$ cat config.mk
export PLATFORM = sky130hd
export DESIGN_NAME = awd_decoder
export DESIGN_NICKNAME = d
export VERILOG_FILES = /design/src/rtl/awd_pkg.sv /design/src/rtl/awd_regfile.sv /design/src/rtl/awd_win_match.sv /design/src/rtl/awd_prio_pick.sv /design/src/rtl/awd_decoder.sv
export SDC_FILE = /design/constraint.sdc
export NUM_CORES = 1
export LEC_CHECK = 0
export BUFFER_PORTS_ARGS = -buffer_cell sky130_fd_sc_hd__buf_4
export CORE_MARGIN = 4
export CORE_UTILIZATION = 30
export DETAILED_ROUTE_END_ITERATION = 12
export PLACE_DENSITY = 0.5
export SLEW_MARGIN = 10
export SYNTH_ARGS = -nofsm -noshare
export SYNTH_HDL_FRONTEND = slang
export SYNTH_SLANG_ARGS = --single-unit
$ cat constraint.sdc
create_clock -name clk -period 8.1 [get_ports clk]
set_input_delay 1.62 -clock clk [delete_from_list [all_inputs] [get_ports clk]]
set_output_delay 1.62 -clock clk [all_outputs]
set_load 0.02 [all_outputs]
$ cat src/rtl/awd_pkg.sv
package awd_pkg;

    localparam int WORD_W   = 32;
    localparam int PAGE_LSB = 16;
    localparam int PAGE_W   = WORD_W - PAGE_LSB;
    localparam int ATTR_LSB = 8;
    localparam int ATTR_W   = 8;
    localparam int PERM_LSB = 16;
    localparam int PERM_W   = 2;

    typedef logic [WORD_W-1:0] word_t;
    typedef logic [PAGE_W-1:0] page_t;
    typedef logic [ATTR_W-1:0] attr_t;

    typedef enum logic [2:0] {
        RK_BASE,
        RK_SIZE,
        RK_REMAP,
        RK_ENABLE,
        RK_OVERRIDE,
        RK_NONE
    } reg_kind_e;

endpackage

$ cat src/rtl/awd_regfile.sv
module awd_regfile
    import awd_pkg::*;
#(
    parameter int NUM_WIN   = 8,
    parameter int NUM_REMAP = 4,
    parameter int NUM_CH    = 2,
    parameter int TGT_W     = 4,
    parameter int REG_AW    = 5
) (
    input  logic              clk,
    input  logic              rst_n,
    input  logic              reg_we,
    input  logic [REG_AW-1:0] reg_addr,
    input  word_t             reg_wdata,
    output word_t             reg_rdata,
    output page_t             win_base [NUM_WIN],
    output page_t             win_mask [NUM_WIN],
    output attr_t             win_attr [NUM_WIN],
    output logic [TGT_W-1:0]  win_tgt  [NUM_WIN],
    output word_t             chan_en  [NUM_CH]
);

    localparam int SIZE_OFS  = NUM_WIN;
    localparam int REMAP_OFS = 2 * NUM_WIN;
    localparam int EN_OFS    = REMAP_OFS + NUM_REMAP;
    localparam int OVR_OFS   = EN_OFS + NUM_CH;
    localparam int END_OFS   = OVR_OFS + NUM_CH;

    localparam word_t TGT_KEEP  = word_t'((64'd1 << TGT_W) - 64'd1);
    localparam word_t BASE_KEEP = {{(PAGE_W + ATTR_W){1'b1}}, {ATTR_LSB{1'b0}}} | TGT_KEEP;
    localparam word_t SIZE_KEEP = {{PAGE_W{1'b1}}, {PAGE_LSB{1'b0}}};
    localparam word_t EN_KEEP   = word_t'(((64'd1 << (PERM_W * NUM_WIN)) - 64'd1) << PERM_LSB)
                                | word_t'((64'd1 << NUM_WIN) - 64'd1);

    word_t     base_all  [NUM_WIN];
    word_t     size_all  [NUM_WIN];
    word_t     remap_all [NUM_REMAP];
    word_t     en_all    [NUM_CH];
    word_t     ovr_all   [NUM_CH];
    reg_kind_e kind;
    logic [REG_AW-1:0] rel;

    // per-window base and size storage
    for (genvar i = 0; i < NUM_WIN; i++) begin : g_win
        word_t base_r;
        word_t size_r;
        logic  base_sel;
        logic  size_sel;

        assign base_sel = reg_we && (reg_addr == REG_AW'(i));
        assign size_sel = reg_we && (reg_addr == REG_AW'(SIZE_OFS + i));

        always_ff @(posedge clk or negedge rst_n) begin
            if (!rst_n) begin
                base_r <= '0;
                size_r <= '0;
            end else begin
                if (base_sel) base_r <= reg_wdata & BASE_KEEP;
                if (size_sel) size_r <= reg_wdata & SIZE_KEEP;
            end
        end

        assign base_all[i] = base_r;
        assign size_all[i] = size_r;
        assign win_base[i] = base_r[WORD_W-1:PAGE_LSB];
        assign win_mask[i] = size_r[WORD_W-1:PAGE_LSB];
        assign win_attr[i] = base_r[ATTR_LSB +: ATTR_W];
        assign win_tgt[i]  = base_r[TGT_W-1:0];
    end

    // high-remap storage, first NUM_REMAP windows only
    for (genvar r = 0; r < NUM_REMAP; r++) begin : g_remap
        word_t remap_r;
        logic  remap_sel;

        assign remap_sel = reg_we && (reg_addr == REG_AW'(REMAP_OFS + r));

        always_ff @(posedge clk or negedge rst_n) begin
            if (!rst_n)         remap_r <= '0;
            else if (remap_sel) remap_r <= reg_wdata;
        end

        assign remap_all[r] = remap_r;
    end

    // per-channel enable and override storage
    for (genvar c = 0; c < NUM_CH; c++) begin : g_chan
        word_t en_r;
        word_t ovr_r;
        logic  en_sel;
        logic  ovr_sel;

        assign en_sel  = reg_we && (reg_addr == REG_AW'(EN_OFS + c));
        assign ovr_sel = reg_we && (reg_addr == REG_AW'(OVR_OFS + c));

        always_ff @(posedge clk or negedge rst_n) begin
            if (!rst_n) begin
                en_r  <= '0;
                ovr_r <= '0;
            end else begin
                if (en_sel)  en_r  <= reg_wdata & EN_KEEP;
                if (ovr_sel) ovr_r <= reg_wdata;
            end
        end

        assign en_all[c]  = en_r;
        assign ovr_all[c] = ovr_r;
        assign chan_en[c] = en_r;
    end

    // offset classification
    always_comb begin
        kind = RK_NONE;
        rel  = '0;
        if (reg_addr < REG_AW'(SIZE_OFS)) begin
            kind = RK_BASE;
            rel  = reg_addr;
        end else if (reg_addr < REG_AW'(REMAP_OFS)) begin
            kind = RK_SIZE;
            rel  = reg_addr - REG_AW'(SIZE_OFS);
        end else if (reg_addr < REG_AW'(EN_OFS)) begin
            kind = RK_REMAP;
            rel  = reg_addr - REG_AW'(REMAP_OFS);
        end else if (reg_addr < REG_AW'(OVR_OFS)) begin
            kind = RK_ENABLE;
            rel  = reg_addr - REG_AW'(EN_OFS);
        end else if (reg_addr < REG_AW'(END_OFS)) begin
            kind = RK_OVERRIDE;
            rel  = reg_addr - REG_AW'(OVR_OFS);
        end
    end

    // read mux
    always_comb begin
        reg_rdata = '0;
        unique case (kind)
            RK_BASE: begin
                for (int i = 0; i < NUM_WIN; i++)
                    if (rel == REG_AW'(i)) reg_rdata = base_all[i];
            end
            RK_SIZE: begin
                for (int i = 0; i < NUM_WIN; i++)
                    if (rel == REG_AW'(i)) reg_rdata = size_all[i];
            end
            RK_REMAP: begin
                for (int r = 0; r < NUM_REMAP; r++)
                    if (rel == REG_AW'(r)) reg_rdata = remap_all[r];
            end
            RK_ENABLE: begin
                for (int c = 0; c < NUM_CH; c++)
                    if (rel == REG_AW'(c)) reg_rdata = en_all[c];
            end
            RK_OVERRIDE: begin
                for (int c = 0; c < NUM_CH; c++)
                    if (rel == REG_AW'(c)) reg_rdata = ovr_all[c];
            end
            default: reg_rdata = '0;
        endcase
    end

endmodule

$ cat src/rtl/awd_win_match.sv
module awd_win_match
    import awd_pkg::*;
#(
    parameter int NUM_WIN = 8
) (
    input  page_t              addr_page,
    input  page_t              win_base [NUM_WIN],
    input  page_t              win_mask [NUM_WIN],
    input  logic [NUM_WIN-1:0] win_on,
    output logic [NUM_WIN-1:0] match
);

    // one masked page comparator per window
    for (genvar i = 0; i < NUM_WIN; i++) begin : g_cmp
        assign match[i] = win_on[i] && ((addr_page & ~win_mask[i]) == win_base[i]);
    end

endmodule

$ cat src/rtl/awd_prio_pick.sv
module awd_prio_pick #(
    parameter  int NUM_WIN = 8,
    localparam int IDX_W   = (NUM_WIN > 1) ? $clog2(NUM_WIN) : 1
) (
    input  logic [NUM_WIN-1:0] req,
    output logic               found,
    output logic [IDX_W-1:0]   idx
);

    // scan downward so the lowest set index is written last
    always_comb begin
        found = |req;
        idx   = '0;
        for (int i = NUM_WIN - 1; i >= 0; i--) begin
            if (req[i]) idx = IDX_W'(i);
        end
    end

endmodule

$ cat src/rtl/awd_decoder.sv
module awd_decoder
    import awd_pkg::*;
#(
    parameter  int NUM_WIN   = 8,
    parameter  int NUM_REMAP = 4,
    parameter  int NUM_CH    = 2,
    parameter  int TGT_W     = 4,
    localparam int END_OFS   = 2 * NUM_WIN + NUM_REMAP + 2 * NUM_CH,
    localparam int REG_AW    = $clog2(END_OFS + 1),
    localparam int IDX_W     = (NUM_WIN > 1) ? $clog2(NUM_WIN) : 1,
    localparam int CH_W      = (NUM_CH > 1) ? $clog2(NUM_CH) : 1
) (
    input  logic              clk,
    input  logic              rst_n,
    input  logic              reg_we,
    input  logic [REG_AW-1:0] reg_addr,
    input  logic [31:0]       reg_wdata,
    output logic [31:0]       reg_rdata,
    input  logic [31:0]       lk_addr,
    input  logic              lk_write,
    input  logic [CH_W-1:0]   lk_chan,
    output logic              lk_hit,
    output logic [IDX_W-1:0]  lk_win,
    output logic [TGT_W-1:0]  lk_target,
    output logic [7:0]        lk_attr,
    output logic              lk_dec_err,
    output logic              lk_perm_err
);

    page_t              win_base [NUM_WIN];
    page_t              win_mask [NUM_WIN];
    attr_t              win_attr [NUM_WIN];
    logic [TGT_W-1:0]   win_tgt  [NUM_WIN];
    word_t              chan_en  [NUM_CH];
    word_t              en_sel;
    logic [NUM_WIN-1:0] match;
    logic               found;
    logic [IDX_W-1:0]   pick;
    logic [PERM_W-1:0]  perm;
    logic               unused_low;

    assign unused_low = ^lk_addr[PAGE_LSB-1:0];

    awd_regfile #(
        .NUM_WIN   (NUM_WIN),
        .NUM_REMAP (NUM_REMAP),
        .NUM_CH    (NUM_CH),
        .TGT_W     (TGT_W),
        .REG_AW    (REG_AW)
    ) u_regs (
        .clk       (clk),
        .rst_n     (rst_n),
        .reg_we    (reg_we),
        .reg_addr  (reg_addr),
        .reg_wdata (reg_wdata),
        .reg_rdata (reg_rdata),
        .win_base  (win_base),
        .win_mask  (win_mask),
        .win_attr  (win_attr),
        .win_tgt   (win_tgt),
        .chan_en   (chan_en)
    );

    // enable register of the requesting channel
    always_comb begin
        en_sel = '0;
        for (int c = 0; c < NUM_CH; c++) begin
            if (lk_chan == CH_W'(c)) en_sel = chan_en[c];
        end
    end

    awd_win_match #(
        .NUM_WIN (NUM_WIN)
    ) u_match (
        .addr_page (lk_addr[WORD_W-1:PAGE_LSB]),
        .win_base  (win_base),
        .win_mask  (win_mask),
        .win_on    (en_sel[NUM_WIN-1:0]),
        .match     (match)
    );

    awd_prio_pick #(
        .NUM_WIN (NUM_WIN)
    ) u_pick (
        .req   (match),
        .found (found),
        .idx   (pick)
    );

    assign perm = en_sel[PERM_LSB + PERM_W * pick +: PERM_W];

    // result formatting
    always_comb begin
        lk_hit      = found;
        lk_dec_err  = !found;
        lk_win      = '0;
        lk_target   = '0;
        lk_attr     = '0;
        lk_perm_err = 1'b0;
        if (found) begin
            lk_win = pick;
            for (int i = 0; i < NUM_WIN; i++) begin
                if (pick == IDX_W'(i)) begin
                    lk_target = win_tgt[i];
                    lk_attr   = win_attr[i];
                end
            end
            lk_perm_err = lk_write ? !perm[1] : !perm[0];
        end
    end

endmodule

==> flow_summary.toml <==
[setup_path]
worstSetupPathType = "primary input to output pin"
critPathArrivalTime_ps = 5450
crit_path_frequent_cell = "sky130_fd_sc_hd__buf_4"
worst-path-buf-inv = 4
critical_path_peak_fanout = 14
setup.worst_path.end = "lk_target[1]"
timing.critical_path.slowest_cell_delay_ps = 570
worst-endpoint-required_ps = 6480
family_with_the_most_delay_on_the_worst_path = "simple AND/OR/NAND/NOR gates"
r2r_end = "u_regs.g_win[7].base_r[31]"
cp_num_cells = 14
worst_setup_path_end_kind = "output pin"
crit_path_top_delay_cell = "sky130_fd_sc_hd__nor3_1"
setup.worst_path.start_class = "primary input"
series_of_cell_instances_along_the_critical_path = "buf_4 > nor2b_1 > xnor2_1 > nand3_1 > nor3_1 > nand4_1 > buf_4 > and2_1 > a21oi_1 > and2_0 > buf_4 > nand2_1 > o221a_2 > buf_4"
worst_reg2reg_setup_slack_ps = 7280
worst-r2r-cell-count = 1
timing.rr.start = "u_regs.g_win[7].base_r[31]"
timing.critical_path.from = "lk_addr[30]"

[clocking]
clock_latency_ps = 620
postCtsSetupRepairBufs = 0
htree_levels = 3
cts_num_sinks = 592
ctsRootBufferMaster = "sky130_fd_sc_hd__clkbuf_16"
clock_tree_from_tritoncts = "done"
tritoncts.num_buffers = 67
cts.repair.resized = 0
clk_pin_slew_worst_paths_ps = 60
cts-hold-fix-buffers = 0
cts-root-to-sink-buffers = 3

[drt]
avgRoutedWirePerCell_um = 27.5
first_pass_iters = 9
final_antenna_net_count = 0
detail_route.drc_violations = 0
initialDrtViolationCount = 2276
vias = 21413
detail_route.wirelength_um = 105000
detail_route.vias_per_cell = 5.63

[placed_design]
port-buffer-count = 107
detailedPlacementHpwl_um = 69400
place_congestion = 0.904

[timing]
min_period_ps = 7070
report.final.setup_viol = 0
timing_worst_slew_pin_value_ps = 1270
slew-limit-headroom = 0.154
rsz0062_at_grt = "no"
final_hold_fails = 0
final_max_slew_viol_count = 0
setup-tns-final_ps = 0
fin_worst_skew_ps = 0
final.period_utilization = 0.873
clock.fmax_ghz = 0.141

[global_route]
antenna_found_initial = 10
globalRouteOverflowTotal = 0
grt_use_total = 0.199
grt_first_pass_wirelength_um = 153000
pin_count_of_the_biggest_net_entering_global_routing = 154
grt_pass1_vias = 22017

[floorplan]
design.portCount = 124
fp.coreArea_um2 = 96900
die_width_um = 321
initial_core_util = 0.303
die_area_um2 = 103000
rows = 114
die_height_um = 321

[final_layout]
area_delta_synth_final_pct = 15.4
post_route_cells_drive_above_1_share = 0.362
num-nets-final = 2554
n_fill_cell = 9393

[logic_synthesis]
synth.largest_area_cell = "sky130_fd_sc_hd__dfrtp_1"
ys_types = 63
mappedNetlistNets = 2507
syn-instance-count = 2433
yosys-top-cells-area = "sky130_fd_sc_hd__dfrtp_1 50%, sky130_fd_sc_hd__mux2_2 23%, sky130_fd_sc_hd__xnor2_1 3.8%"
synth_top_area_frac = 0.504
ys_ff_latch = 592
synth-main-ff-cell = "sky130_fd_sc_hd__dfrtp_1"
ys.warnings.count = 0
ys_seq_area_frac = 0.504
postSynth.asyncResetShare = 1.00
mappedNetlistArea_um2 = 29400
synth.avg_cell_area_um2 = 12.1
count_of_flip_flops_with_a_built_in_enable_after_synthesis = 0

[power_and_ir_drop]
p_leak_nw = 14.4
power_density_cells_nw_per_um2 = 254
max-vdd-ir-drop_uv = 122
power_w = 0.00862

[status]
status = "finished, final reports clean"

[run]
timing.max_cap.violations = 0

[min_path]
min-delay-path-class = "register to register"
==> cells by family after synthesis <==
| logic type | after synthesis | share of synthesized area |
|---|---|---|
| AOI/OAI and AO/OA | 403 | 0.107 |
| xor gates and xnor gates | 128 | 0.0382 |
| buffers and inverters | 198 | 0.0255 |
| DFF | 592 | 0.504 |
| muxes | 622 | 0.240 |
| and+or+nand+nor | 490 | 0.0849 |
==> area by class of cell <==
class | instances | area, um2 | share of cell area
inverters | 9 | 33.8 | 0.000997
diodes | 5 | 12.5 | 0.000369
clock inverters | 15 | 144 | 0.00424
well taps | 1276 | 1600 | 0.0471
flip-flops and latches | 592 | 14800 | 0.437
repair buffers | 167 | 1320 | 0.0391
multi-input cells | 1643 | 14000 | 0.412
clock buffers | 99 | 1990 | 0.0587
==> cells in the final DEF (no fill, tap or decap), types with 4 or more instances in the layout <==
| cell type | synthesis | layout |
|---|---|---|
| sky130_fd_sc_hd__a21oi_1 | 54 | 54 |
| sky130_fd_sc_hd__a221oi_1 | 38 | 38 |
| sky130_fd_sc_hd__a222oi_1 | 99 | 99 |
| sky130_fd_sc_hd__a22o_1 | 22 | 21 |
| sky130_fd_sc_hd__a22oi_1 | 68 | 68 |
| sky130_fd_sc_hd__a31oi_1 | 33 | 33 |
| sky130_fd_sc_hd__buf_12 | 0 | 5 |
| sky130_fd_sc_hd__buf_4 | 0 | 161 |
| sky130_fd_sc_hd__clkbuf_1 | 173 | 16 |
| sky130_fd_sc_hd__clkbuf_16 | 0 | 70 |
| sky130_fd_sc_hd__clkbuf_8 | 0 | 13 |
| sky130_fd_sc_hd__clkinv_2 | 0 | 8 |
| sky130_fd_sc_hd__dfrtp_1 | 592 | 592 |
| sky130_fd_sc_hd__diode_2 | 0 | 5 |
| sky130_fd_sc_hd__inv_1 | 8 | 8 |
| sky130_fd_sc_hd__mux2_2 | 607 | 607 |
| sky130_fd_sc_hd__mux2i_1 | 10 | 10 |
| sky130_fd_sc_hd__mux4_1 | 4 | 4 |
| sky130_fd_sc_hd__nand2_1 | 163 | 158 |
| sky130_fd_sc_hd__nand2_2 | 0 | 5 |
| sky130_fd_sc_hd__nand2b_1 | 23 | 23 |
| sky130_fd_sc_hd__nand3_1 | 45 | 43 |
| sky130_fd_sc_hd__nand4_1 | 36 | 36 |
| sky130_fd_sc_hd__nor2_1 | 50 | 39 |
| sky130_fd_sc_hd__nor2_4 | 0 | 8 |
| sky130_fd_sc_hd__nor2b_1 | 113 | 112 |
| sky130_fd_sc_hd__nor3_1 | 23 | 19 |
| sky130_fd_sc_hd__nor3_2 | 0 | 4 |
| sky130_fd_sc_hd__nor3b_1 | 5 | 4 |
| sky130_fd_sc_hd__nor4_1 | 7 | 6 |
| sky130_fd_sc_hd__o21a_1 | 8 | 8 |
| sky130_fd_sc_hd__o21ai_0 | 21 | 21 |
| sky130_fd_sc_hd__o221ai_1 | 7 | 7 |
| sky130_fd_sc_hd__o22ai_1 | 30 | 30 |
| sky130_fd_sc_hd__xnor2_1 | 128 | 128 |
==> synthesized netlist by cell type (10+ instances only) <==
cell type                    n
sky130_fd_sc_hd__a31oi_1    33
sky130_fd_sc_hd__a22oi_1    68
sky130_fd_sc_hd__nor3_1     23
sky130_fd_sc_hd__nand4_1    36
sky130_fd_sc_hd__nor2_1     50
sky130_fd_sc_hd__nand2b_1   23
sky130_fd_sc_hd__a22o_1     22
sky130_fd_sc_hd__dfrtp_1   592
sky130_fd_sc_hd__nand2_1   163
sky130_fd_sc_hd__a221oi_1   38
sky130_fd_sc_hd__o22ai_1    30
sky130_fd_sc_hd__mux2i_1    10
sky130_fd_sc_hd__a222oi_1   99
sky130_fd_sc_hd__clkbuf_1  173
sky130_fd_sc_hd__a21oi_1    54
sky130_fd_sc_hd__buf_1      12
sky130_fd_sc_hd__nand3_1    45
sky130_fd_sc_hd__xnor2_1   128
sky130_fd_sc_hd__o21ai_0    21
sky130_fd_sc_hd__mux2_2    607
sky130_fd_sc_hd__nor2b_1   113
==> state kept, by name (all words and copies together), names as in the netlist <==
signal                  count
u_regs.g_remap.remap_r    128
u_regs.g_win.base_r       224
u_regs.g_win.size_r       128
u_regs.g_chan.ovr_r        64
u_regs.g_chan.en_r         48
==> power by group <==
part | switching (W) | leakage (nW) | total (W) | internal [W]
sequential | 0.000434 | 7.57 | 0.00397 | 0.00354
clock | 0.00126 | 1.05 | 0.00299 | 0.00174
combinational | 0.000852 | 5.78 | 0.00165 | 0.000802
total | 0.00254 | 14.4 | 0.00862 | 0.00608
==> per-stage QoR <==
stage | hold WS, ps | setup WS, ps | instances | util | area (um2)
after global placement | 486 | 1100 | 3687 | 0.328 | 31800
final | 505 | 1030 | 3806 | 0.350 | 33900
after floorplan | 478 | 2000 | 2433 | - | 29400
after global routing | 511 | 904 | 3803 | 0.350 | 33900
after detailed placement | 493 | 1100 | 3687 | 0.328 | 31800
after CTS | 506 | 1100 | 3801 | 0.350 | 33900
==> worst min path at each step <==
| stage | start | to | slack, ps | cells after the start |
|---|---|---|---|---|
| 5_1_grt | u_regs.g_remap[1].remap_r[29] | u_regs.g_remap[1].remap_r[29] | 510 | 1 |
| 2_1_floorplan | u_regs.g_remap[1].remap_r[22] | u_regs.g_remap[1].remap_r[22] | 480 | 1 |
| 3_5_place_dp | u_regs.g_remap[0].remap_r[14] | u_regs.g_remap[0].remap_r[14] | 490 | 1 |
| 6_report | u_regs.g_remap[0].remap_r[20] | u_regs.g_remap[0].remap_r[20] | 500 | 1 |
| 4_1_cts | u_regs.g_remap[0].remap_r[4] | u_regs.g_remap[0].remap_r[4] | 510 | 1 |
| 3_3_place_gp | u_regs.g_remap[0].remap_r[24] | u_regs.g_remap[0].remap_r[24] | 490 | 1 |
==> per-layer routing <==
metal / vias to the layer above / share of wire / wire [um] / global-route usage
li1: 9180 / - / - / -
met1: 11263 / 0.44 / 46000 / 0.272
met2: 787 / 0.47 / 49300 / 0.325
met3: 177 / 0.060 / 6250 / 0.0333
met4: 6 / 0.030 / 3150 / 0.0626
met5: - / 0.00033 / 35 / 0
Note: power is estimated with default switching activity, not from simulation.
